File: src/rtl/cec_rxq_pkg.sv
package cec_rxq_pkg;
  localparam int OPD_MAX = 14;
  localparam int BYTE_W  = 8;

  typedef struct packed {
    logic                              err;
    logic [3:0]                        cnt;
    logic [BYTE_W-1:0]                 hdr;
    logic [BYTE_W-1:0]                 opc;
    logic [OPD_MAX-1:0][BYTE_W-1:0]    opd;
  } frame_t;

  localparam logic [4:0] A_STATUS = 5'd0;
  localparam logic [4:0] A_CTRL   = 5'd1;
  localparam logic [4:0] A_ISTAT  = 5'd2;
  localparam logic [4:0] A_IEN    = 5'd3;
  localparam logic [4:0] A_HDR    = 5'd4;
  localparam logic [4:0] A_OPC    = 5'd5;
  localparam logic [4:0] A_OPD    = 5'd6;
endpackage

File: src/rtl/cec_rxq_store.sv
module cec_rxq_store
  import cec_rxq_pkg::*;
#(
  parameter int DEPTH = 4,
  localparam int PTR_W = (DEPTH > 1) ? $clog2(DEPTH) : 1,
  localparam int CNT_W = $clog2(DEPTH + 1)
) (
  input  logic             clk_i,
  input  logic             rst_ni,
  input  logic             push_i,
  input  frame_t           frame_i,
  input  logic             pop_i,
  input  logic             flush_i,
  output frame_t           head_o,
  output logic [CNT_W-1:0] count_o,
  output logic             pushed_o,
  output logic             dropped_o,
  output logic             popped_o
);
  logic [PTR_W-1:0] wr_q, rd_q;
  logic [CNT_W-1:0] cnt_q;
  logic             full, empty, push_ok, pop_ok;
  frame_t           slot_w [DEPTH];

  function automatic logic [PTR_W-1:0] nxt(input logic [PTR_W-1:0] p);
    return (p == PTR_W'(DEPTH - 1)) ? '0 : p + 1'b1;
  endfunction

  assign full    = (cnt_q == CNT_W'(DEPTH));
  assign empty   = (cnt_q == '0);
  assign push_ok = push_i & ~full & ~flush_i;
  assign pop_ok  = pop_i & ~empty & ~flush_i;

  always_ff @(posedge clk_i or negedge rst_ni) begin
    if (!rst_ni) begin
      wr_q  <= '0;
      rd_q  <= '0;
      cnt_q <= '0;
    end else if (flush_i) begin
      wr_q  <= '0;
      rd_q  <= '0;
      cnt_q <= '0;
    end else begin
      if (push_ok) wr_q <= nxt(wr_q);
      if (pop_ok)  rd_q <= nxt(rd_q);
      if (push_ok && !pop_ok)      cnt_q <= cnt_q + 1'b1;
      else if (!push_ok && pop_ok) cnt_q <= cnt_q - 1'b1;
    end
  end

  for (genvar g = 0; g < DEPTH; g++) begin : g_slot
    frame_t q;
    always_ff @(posedge clk_i or negedge rst_ni) begin
      if (!rst_ni)                           q <= '0;
      else if (push_ok && wr_q == PTR_W'(g)) q <= frame_i;
    end
    assign slot_w[g] = q;
  end

  assign head_o    = empty ? '0 : slot_w[rd_q];
  assign count_o   = cnt_q;
  assign pushed_o  = push_ok;
  assign dropped_o = push_i & full & ~flush_i;
  assign popped_o  = pop_ok;

  // occupancy never exceeds depth
  a_r1_count_bound: assert property (@(posedge clk_i) disable iff (!rst_ni)
    cnt_q <= CNT_W'(DEPTH));
  // a push into a full queue without a pop leaves the count alone
  a_r3_full_drop: assert property (@(posedge clk_i) disable iff (!rst_ni)
    (full && push_i && !pop_i && !flush_i) |=> cnt_q == $past(cnt_q));
  // flush always empties
  a_r5_flush_empties: assert property (@(posedge clk_i) disable iff (!rst_ni)
    flush_i |=> cnt_q == '0);
endmodule

File: src/rtl/cec_rxq_regs.sv
module cec_rxq_regs
  import cec_rxq_pkg::*;
#(
  parameter int CNT_W = 3
) (
  input  logic             clk_i,
  input  logic             rst_ni,
  input  logic             we_i,
  input  logic [4:0]       addr_i,
  input  logic [7:0]       wdata_i,
  input  frame_t           head_i,
  input  logic [CNT_W-1:0] count_i,
  input  logic             pushed_i,
  input  logic             dropped_i,
  input  logic             popped_i,
  output logic [7:0]       rdata_o,
  output logic             irq_o,
  output logic             pop_o,
  output logic             flush_o
);
  logic       pop_q, flush_q, ne_q, ovf_q, en_ne_q, en_ovf_q;
  logic       ctrl_wr, pop_req, flush_req, clr_ne, clr_ovf, set_ne;
  logic [4:0] opd_idx;

  // a new request is taken only when none is in flight
  assign ctrl_wr   = we_i & (addr_i == A_CTRL) & ~pop_q & ~flush_q;
  assign flush_req = ctrl_wr & (&wdata_i[1:0]);
  assign pop_req   = ctrl_wr & wdata_i[0] & ~wdata_i[1];
  assign clr_ne    = we_i & (addr_i == A_ISTAT) & wdata_i[1];
  assign clr_ovf   = we_i & (addr_i == A_ISTAT) & wdata_i[3];
  assign set_ne    = pushed_i | (popped_i & (count_i > CNT_W'(1)));

  always_ff @(posedge clk_i or negedge rst_ni) begin
    if (!rst_ni) begin
      pop_q    <= 1'b0;
      flush_q  <= 1'b0;
      ne_q     <= 1'b0;
      ovf_q    <= 1'b0;
      en_ne_q  <= 1'b0;
      en_ovf_q <= 1'b0;
    end else begin
      pop_q   <= pop_req;
      flush_q <= flush_req;
      if (flush_q)     ne_q <= 1'b0;
      else if (set_ne) ne_q <= 1'b1;
      else if (clr_ne) ne_q <= 1'b0;
      if (dropped_i)    ovf_q <= 1'b1;
      else if (clr_ovf) ovf_q <= 1'b0;
      if (we_i && addr_i == A_IEN) begin
        en_ne_q  <= wdata_i[1];
        en_ovf_q <= wdata_i[3];
      end
    end
  end

  assign pop_o   = pop_q;
  assign flush_o = flush_q;
  assign irq_o   = (ne_q & en_ne_q) | (ovf_q & en_ovf_q);
  assign opd_idx = addr_i - A_OPD;

  always_comb begin
    rdata_o = '0;
    case (addr_i)
      A_STATUS: rdata_o = {head_i.err, 3'(count_i), head_i.cnt};
      A_CTRL:   rdata_o = {6'd0, flush_q, flush_q | pop_q};
      A_ISTAT:  rdata_o = {4'd0, ovf_q, 1'b0, ne_q, 1'b0};
      A_IEN:    rdata_o = {4'd0, en_ovf_q, 1'b0, en_ne_q, 1'b0};
      A_HDR:    rdata_o = head_i.hdr;
      A_OPC:    rdata_o = head_i.opc;
      default:
        if (addr_i >= A_OPD && opd_idx < 5'(OPD_MAX) && opd_idx < {1'b0, head_i.cnt})
          rdata_o = head_i.opd[opd_idx[3:0]];
    endcase
  end

  // a discard request lasts one cycle
  a_r4_pop_self_clear: assert property (@(posedge clk_i) disable iff (!rst_ni)
    pop_q |=> !pop_q);
  // a flush request lasts one cycle
  a_r5_flush_self_clear: assert property (@(posedge clk_i) disable iff (!rst_ni)
    flush_q |=> !flush_q);
  // overflow flag is sticky until written 1
  a_r3_ovf_sticky: assert property (@(posedge clk_i) disable iff (!rst_ni)
    (ovf_q && !clr_ovf) |=> ovf_q);
  // an accepted frame always raises not-empty
  a_r7_set_on_push: assert property (@(posedge clk_i) disable iff (!rst_ni)
    pushed_i |=> ne_q);
  // empty queue reads zero for frame fields
  a_r8_empty_zero: assert property (@(posedge clk_i) disable iff (!rst_ni)
    (count_i == '0 && addr_i >= A_HDR) |-> rdata_o == 8'd0);
endmodule

File: src/rtl/cec_rx_queue.sv
module cec_rx_queue
  import cec_rxq_pkg::*;
#(
  parameter int DEPTH = 4,
  localparam int CNT_W = $clog2(DEPTH + 1)
) (
  input  logic                      clk_i,
  input  logic                      rst_ni,
  input  logic                      rx_valid_i,
  input  logic [7:0]                rx_hdr_i,
  input  logic [7:0]                rx_opc_i,
  input  logic [OPD_MAX*BYTE_W-1:0] rx_opd_i,
  input  logic [3:0]                rx_cnt_i,
  input  logic                      rx_err_i,
  input  logic                      reg_we_i,
  input  logic [4:0]                reg_addr_i,
  input  logic [7:0]                reg_wdata_i,
  output logic [7:0]                reg_rdata_o,
  output logic                      irq_o
);
  frame_t           in_frame, head;
  logic [CNT_W-1:0] count;
  logic             pop, flush, pushed, dropped, popped;

  always_comb begin
    in_frame.err = rx_err_i;
    in_frame.cnt = (rx_cnt_i > 4'(OPD_MAX)) ? 4'(OPD_MAX) : rx_cnt_i;
    in_frame.hdr = rx_hdr_i;
    in_frame.opc = rx_opc_i;
    in_frame.opd = rx_opd_i;
  end

  cec_rxq_store #(.DEPTH(DEPTH)) u_store (
    .clk_i, .rst_ni,
    .push_i(rx_valid_i), .frame_i(in_frame), .pop_i(pop), .flush_i(flush),
    .head_o(head), .count_o(count),
    .pushed_o(pushed), .dropped_o(dropped), .popped_o(popped)
  );

  cec_rxq_regs #(.CNT_W(CNT_W)) u_regs (
    .clk_i, .rst_ni,
    .we_i(reg_we_i), .addr_i(reg_addr_i), .wdata_i(reg_wdata_i),
    .head_i(head), .count_i(count),
    .pushed_i(pushed), .dropped_i(dropped), .popped_i(popped),
    .rdata_o(reg_rdata_o), .irq_o(irq_o), .pop_o(pop), .flush_o(flush)
  );
endmodule

File: config.mk
export PLATFORM = sky130hd
export DESIGN_NAME = cec_rx_queue
export DESIGN_NICKNAME = d
export VERILOG_FILES = /design/src/rtl/cec_rxq_pkg.sv /design/src/rtl/cec_rxq_store.sv /design/src/rtl/cec_rxq_regs.sv /design/src/rtl/cec_rx_queue.sv
export SDC_FILE = /design/constraint.sdc
export NUM_CORES = 1
export LEC_CHECK = 0
export BUFFER_PORTS_ARGS = -buffer_cell sky130_fd_sc_hd__buf_4
export CORE_MARGIN = 2
export CORE_UTILIZATION = 25
export CTS_CLUSTER_SIZE = 16
export DETAILED_ROUTE_END_ITERATION = 12
export PLACE_DENSITY_LB_ADDON = 0.2
export SLEW_MARGIN = 20
export SYNTH_ARGS = -nofsm -noshare
export SYNTH_HDL_FRONTEND = slang
export SYNTH_HIERARCHICAL = 1
export SYNTH_SLANG_ARGS = --single-unit
File: constraint.sdc
create_clock -name clk_i -period 7.8 [get_ports clk_i]
set_input_delay 0.78 -clock clk_i [delete_from_list [all_inputs] [get_ports clk_i]]
set_output_delay 0.78 -clock clk_i [all_outputs]
set_load 0.01 [all_outputs]
* Word-level counts from Yosys, hierarchy flattened
Index checks and enable logic that the tools add are counted.
** Operators by class
- $add $sub $neg :: 5
- $lt $le $gt $ge :: 7
- Equal/unequal tests :: 10
- Mux-type cells :: 23
- Bitwise gates (word level) :: 27
- Reductions and logical operators :: 20
** Operator list (number)
- 133-bit 2-to-1 mux :: 3
- 133-bit binary-select mux with 2-bit select :: 1
- 8-bit one-hot mux with 6 select lines :: 1
- 8-bit binary-select mux with 4-bit select :: 1
- 1-bit bitwise AND :: 18
- 8-bit 2-to-1 mux :: 2
- 2-bit 2-to-1 mux :: 6
- 5-bit by 2-bit == test with 1-bit output (second input constant) :: 2
- 5-bit by 3-bit == test with 1-bit output (second input constant) :: 2
- 1-bit logical AND :: 9
- 3-bit 2-to-1 mux :: 3
- 2-bit == test (second input constant) :: 3
- 2-bit nonzero test :: 3
- 3-bit nonzero test :: 2
- 5-bit by 1-bit == test with 1-bit output (second input constant) :: 1
- 5-bit by 3-bit greater-or-equal comparator with 1-bit output (second input constant) :: 1
- 5-bit logical NOT :: 1
- 4-bit by 5-bit less-than comparator with 1-bit output (second input constant) :: 1
- 5-bit by 4-bit less-than comparator with 1-bit output :: 1
- 5-bit by 4-bit less-than comparator with 1-bit output (second input constant) :: 1
- 1-bit 2-to-1 mux :: 5
- 1-bit NOT :: 5
- 5-bit by 3-bit subtractor with 5-bit output (second input constant) :: 1
- 2-bit by 1-bit adder with 2-bit output (second input constant) :: 2
- 14 further kinds :: 17
** Word-level totals
- Register bits after elaboration :: 545
- Output and inout bits :: 9

* Logic depth before layout (Yosys ltp)
- Depth after elaboration :: 9
- Depth in mapped cells :: 11

* Modules after synthesis
Netlist, hierarchy kept.
** Modules (own cells, without submodules)
- cec_rxq_store :: instances 1, cells each 1493, area an instance 24148.2 um^2, sequential area each 13487.9 um^2
- cec_rxq_regs :: instances 1, cells each 164, area an instance 1586.5 um^2, sequential area each 150.1 um^2
- cec_rx_queue :: instances 1, cells each 5, area an instance 21.3 um^2, sequential area each 0.0 um^2

* Worst setup path before layout
OpenSTA, ideal clock, no wires.
- Kind :: input to output
- Start :: in reg_addr_i[1]
- End :: out reg_rdata_o[1]
- Arrival :: 3086 ps
- Required time :: 7020 ps
- Slack :: 3934 ps
- Stages :: 11
- Path buffers :: 3
- Cells stage by stage :: buf_2 buf_1 inv_1 ha_1 buf_6 clkinv_1 ha_1 o21ai_0 o211ai_4 a311o_1 nand3_1
** Between the ends
- Longest elaborated chain between the ends :: 6
- Elaborated cells between the ends (all ways) :: 16
- Classes of those cells :: add/sub: 1; order compare: 3; eq/ne: 5; mux: 4; reduce/logical: 3
** RTL lines
- from (decl) :: RTL line cec_rx_queue.sv:16 : input logic [4:0] reg_addr_i,
- 5-bit by 3-bit subtractor with 5-bit output :: RTL line cec_rxq_regs.sv:59 : assign opd_idx = addr_i - A_OPD;
- 5-bit by 4-bit less-than comparator with 1-bit output :: RTL line cec_rxq_regs.sv:71 : if (addr_i >= A_OPD && opd_idx < 5'(OPD_MAX) && opd_idx < {1'b0, head_i.cnt})
- 1-bit logical AND (2 in a row) :: RTL line cec_rxq_regs.sv:71
- 8-bit 2-to-1 mux :: RTL line cec_rxq_regs.sv:71
- 8-bit one-hot mux with 6 select lines * :: RTL line cec_rxq_regs.sv:63 : case (addr_i)
- to (decl) :: RTL line cec_rx_queue.sv:18 : output logic [7:0] reg_rdata_o,
Mark *: on every way between the ends. The rest lies on a longest branch, timed or not. The select of a mux whose other input is x is not followed.

==> metrics.txt <==
# TYPE chip_impl_metric gauge
chip_impl_metric{name="fraction_of_the_mapped_netlist_area_in_adder_cells",unit=""} 0.00564
chip_impl_metric{name="syn_avg_cell_area",unit="µm²"} 15.5
chip_impl_metric{name="number_of_antenna_violations_at_the_first_check_in_global_routing",unit=""} 21
chip_impl_metric{name="hold_viol",unit=""} 0
chip_impl_metric{name="worst_ep_arrival",unit="ps"} 4340
chip_impl_metric{name="irDropWorstVdd",unit="V"} 0.000156
chip_impl_info{name="cts_tree",value="built"} 1
chip_impl_metric{name="synth-edff-count",unit=""} 0
chip_impl_info{name="rsz0062_at_grt",value="false"} 1
chip_impl_info{name="timing.rr.start",value="u_store/count_o[1]"} 1
chip_impl_metric{name="synth_cell_type_count",unit=""} 54
chip_impl_metric{name="data_required_critical_path",unit="ps"} 7020
chip_impl_info{name="start_kind",value="flip-flop"} 1
chip_impl_metric{name="gr-total-overflow",unit=""} 0
chip_impl_metric{name="p_total",unit="µW"} 12100
chip_impl_metric{name="post_layout_nonfiller_instances",unit=""} 3199
chip_impl_metric{name="finalCriticalPeriod",unit="ps"} 5120
chip_impl_metric{name="slew_headroom",unit=""} 0.333
chip_impl_metric{name="design_area",unit="µm²"} 30400
chip_impl_info{name="status",value="completed"} 1
chip_impl_metric{name="peak_fanout_along_the_critical_path",unit=""} 67
chip_impl_metric{name="cts_buffers",unit=""} 67
chip_impl_metric{name="share_of_the_yosys_chip_area_belonging_to_registers",unit=""} 0.530
chip_impl_metric{name="synth_nets",unit=""} 1823
chip_impl_metric{name="synth_cells",unit=""} 1662
chip_impl_metric{name="clock_tree.htree_level_count",unit=""} 3
chip_impl_metric{name="rows",unit=""} 117
chip_impl_metric{name="synth_xor_xnor_area_share",unit=""} 0.00131
chip_impl_metric{name="reg2reg_depth",unit=""} 5
chip_impl_metric{name="post_drt_wl_per_cell",unit="µm"} 22.3
chip_impl_metric{name="cap_violations",unit=""} 0
chip_impl_metric{name="final_min_period_over_clock_period",unit=""} 0.657
chip_impl_metric{name="post_detailed_placement_cell_area",unit="µm²"} 28300
chip_impl_metric{name="synthToLayoutAreaGrowth",unit="%"} 18.2
chip_impl_metric{name="synth_simple_gate_area_frac",unit=""} 0.0472
chip_impl_metric{name="fin_tns_setup",unit="ps"} 0
chip_impl_metric{name="count_of_placed_standard_cells_including_taps",unit=""} 3087
chip_impl_metric{name="cts-root-to-sink-buffers",unit=""} 3
chip_impl_metric{name="ys_async_sr_fraction",unit=""} 1.00
chip_impl_metric{name="post_synth_top_area_share",unit=""} 0.530
chip_impl_metric{name="detail_route.drc_violations",unit=""} 0
chip_impl_metric{name="dr.first_iter.drc_count",unit=""} 570
chip_impl_metric{name="timing.fmax",unit="GHz"} 0.195
chip_impl_metric{name="clock-skew-final",unit="ps"} 14.9
chip_impl_metric{name="slew_violations",unit=""} 0
chip_impl_metric{name="port-buffer-count",unit=""} 153
chip_impl_metric{name="grt.total_usage",unit=""} 0.135
chip_impl_info{name="main_combinational_cell_family_by_area_after_synthesis",value="multiplexers"} 1
chip_impl_metric{name="power_density",unit="nW/µm²"} 397
chip_impl_metric{name="postCtsSetupRepairBufs",unit=""} 0
chip_impl_metric{name="design.die.area",unit="µm²"} 106000
chip_impl_metric{name="drt_wl_total",unit="µm"} 71300
chip_impl_metric{name="clock_sinks",unit=""} 545
chip_impl_metric{name="post_synth_mux_area_share",unit=""} 0.376
chip_impl_metric{name="detail_route.vias_per_cell",unit=""} 4.59
chip_impl_metric{name="cts_hold_repair.buffers",unit=""} 0
chip_impl_metric{name="synth_compound_area_frac",unit=""} 0.0161
chip_impl_metric{name="synth_seq_cells",unit=""} 545
chip_impl_metric{name="num-nets-final",unit=""} 1949
chip_impl_metric{name="timing.reg2reg.setup_slack",unit="ps"} 4680
chip_impl_metric{name="detail-route-antenna-nets",unit=""} 0
chip_impl_metric{name="grt_pass1_wl",unit="µm"} 108000
chip_impl_metric{name="vias",unit=""} 14683
chip_impl_info{name="clock_tree.root_cell",value="clkbuf_16"} 1
chip_impl_metric{name="netlist_area",unit="µm²"} 25800
chip_impl_metric{name="dp_hpwl",unit="µm"} 44800
chip_impl_info{name="timing.rr.end",value="u_store/g_slot[2].q[15]"} 1
chip_impl_metric{name="floorplan.io_pins",unit=""} 159
chip_impl_metric{name="die_y",unit="µm"} 325
chip_impl_metric{name="vias_in_the_first_global_route",unit=""} 16156
chip_impl_metric{name="clock_insertion_delay_worst_skew",unit="ps"} 620
chip_impl_metric{name="p_leak",unit="µW"} 0.0125
chip_impl_info{name="most_used_flip_flop_cell_after_synthesis",value="dfrtp_1"} 1
chip_impl_metric{name="setup_viol",unit=""} 0
chip_impl_info{name="synth_area_leaders",value="dfrtp_1 (53%), mux2_2 (23%), mux4_2 (14%)"} 1
chip_impl_metric{name="post_route_cells_drive_above_1_share",unit=""} 0.528
chip_impl_metric{name="ys_warn_count",unit=""} 6
chip_impl_info{name="kind_of_critical_path",value="reg -> out"} 1
chip_impl_info{name="worst_hold_path_type",value="in -> async"} 1
chip_impl_metric{name="core_region_area",unit="µm²"} 102000
chip_impl_info{name="netlist.top_cell.by_area",value="dfrtp_1"} 1
chip_impl_metric{name="start_util",unit=""} 0.252
chip_impl_metric{name="gp_congestion",unit=""} 0.744
chip_impl_metric{name="worst_setup_hold_path_clk_slew",unit="ps"} 60
chip_impl_metric{name="maximum_number_of_pins_on_one_net_before_global_route_repair",unit=""} 166
chip_impl_metric{name="die_x",unit="µm"} 325
chip_impl_info{name="critical_path_end_type",value="primary output"} 1
chip_impl_metric{name="drt-pass1-iter-count",unit=""} 4
chip_impl_metric{name="cts_repair_resize_count",unit=""} 0
chip_impl_metric{name="worst-slew-pin-transition",unit="ps"} 1000
## layout make-up
cell class	count	area [µm²]
antenna	1	2.50
clock buffer	98	1930
clock inverter	13	180
fill	10143	71600
inverter	13	48.8
multi-input combinational	986	11500
sequential	545	13600
tap	1368	1710
timing repair buffer	175	1380
## logic make-up (layout without fill, tap and decap cells)
family,Yosys count,after routing
multiplexers,703,703
flip-flops,545,545
AND/OR/NAND/NOR,212,212
buffers and inverters,131,299
AO/OA/AOI/OAI,57,57
adder cells (fa/ha/maj),11,11
XOR/XNOR,3,3
other,0,1
## critical path: stages (launching register included)
cell	delay [ps]
dfrtp_4	1030
buf_12	480
mux4_2	370
nor2b_1	150
mux4_2	570
a21oi_1	410
a311o_1	220
nand3_1	240
buf_4	240
## where the power goes
group | switching, µW | internal [µW]
Sequential | 673 | 4260
Clock | 1250 | 1760
Combinational | 1670 | 2450
## sequential cells by signal (all words and copies together), names as in the netlist
signal / count
u_regs/en_ne_q: 1
u_regs/en_ovf_q: 1
u_regs/flush_o: 1
u_regs/ne_q: 1
u_regs/ovf_q: 1
u_regs/pop_o: 1
u_store/count_o: 3
u_store/g_slot.q: 532
u_store/rd_q: 2
u_store/wr_q: 2
## stage by stage
step	util	worst slack (ps)	hold WS (ps)
global placement	0.278	3260	469
global route	0.298	2480	164
finish	0.298	2680	156
floorplan	-	3930	425
detailed placement	0.278	3280	480
CTS	0.298	2600	146
## placed cells by master, fill, tap and decap left out, types with 3 or more instances in the layout
cell and count:
mux2_1 13, clkbuf_1 17, a21oi_1 13, mux4_2 159, buf_4 169, ha_1 10, buf_12 4, nor2b_1 133
nand2_4 4, clkinv_8 3, nand2_1 33, a31oi_1 3, nor2_1 8, mux2i_1 11, clkbuf_16 67, a311o_1 7
nand4_1 3, clkbuf_8 14, nand3_1 11, inv_1 11, dfrtp_1 543, a22oi_1 7, o21ai_0 15, mux2_2 520
## routing by layer
metal / track usage / up-vias / part of all wire
li1: - / 6396 / -
met1: 0.174 / 7865 / 0.44
met2: 0.217 / 266 / 0.47
met3: 0.0456 / 122 / 0.066
met4: 0.0341 / 34 / 0.022
met5: 0 / - / 0.0030
## synthesized netlist by cell type (2+ instances only)
master,n
mux2_1,13
dfrtp_1,545
buf_4,3
mux4_2,159
buf_1,2
and2_1,2
ha_1,10
clkbuf_1,32
a21oi_1,13
a22oi_1,7
o31ai_1,2
nand3_1,11
a311o_1,7
mux2_2,520
nor2b_1,133
nand4_1,3
o21ai_0,15
buf_2,79
nand2b_1,2
nand2_1,37
mux2i_1,11
or3_1,2
a31oi_1,3
nor2_1,8
a21oi_4,2
inv_1,11
nor3_1,3
## worst max path at each step
stage | startpoint | end | slack (ps) | depth (start not counted)
finish | u_store/rd_q[1] | reg_rdata_o[6] | 2680 | 8
global route | u_store/rd_q[0] | reg_rdata_o[4] | 2480 | 10
CTS | u_store/rd_q[1] | reg_rdata_o[5] | 2600 | 8
detailed placement | u_store/rd_q[1] | reg_rdata_o[5] | 3280 | 8
global placement | u_store/rd_q[0] | reg_rdata_o[5] | 3260 | 10
floorplan | reg_addr_i[1] | reg_rdata_o[1] | 3930 | 11
(Power assumes the default switching activity.)
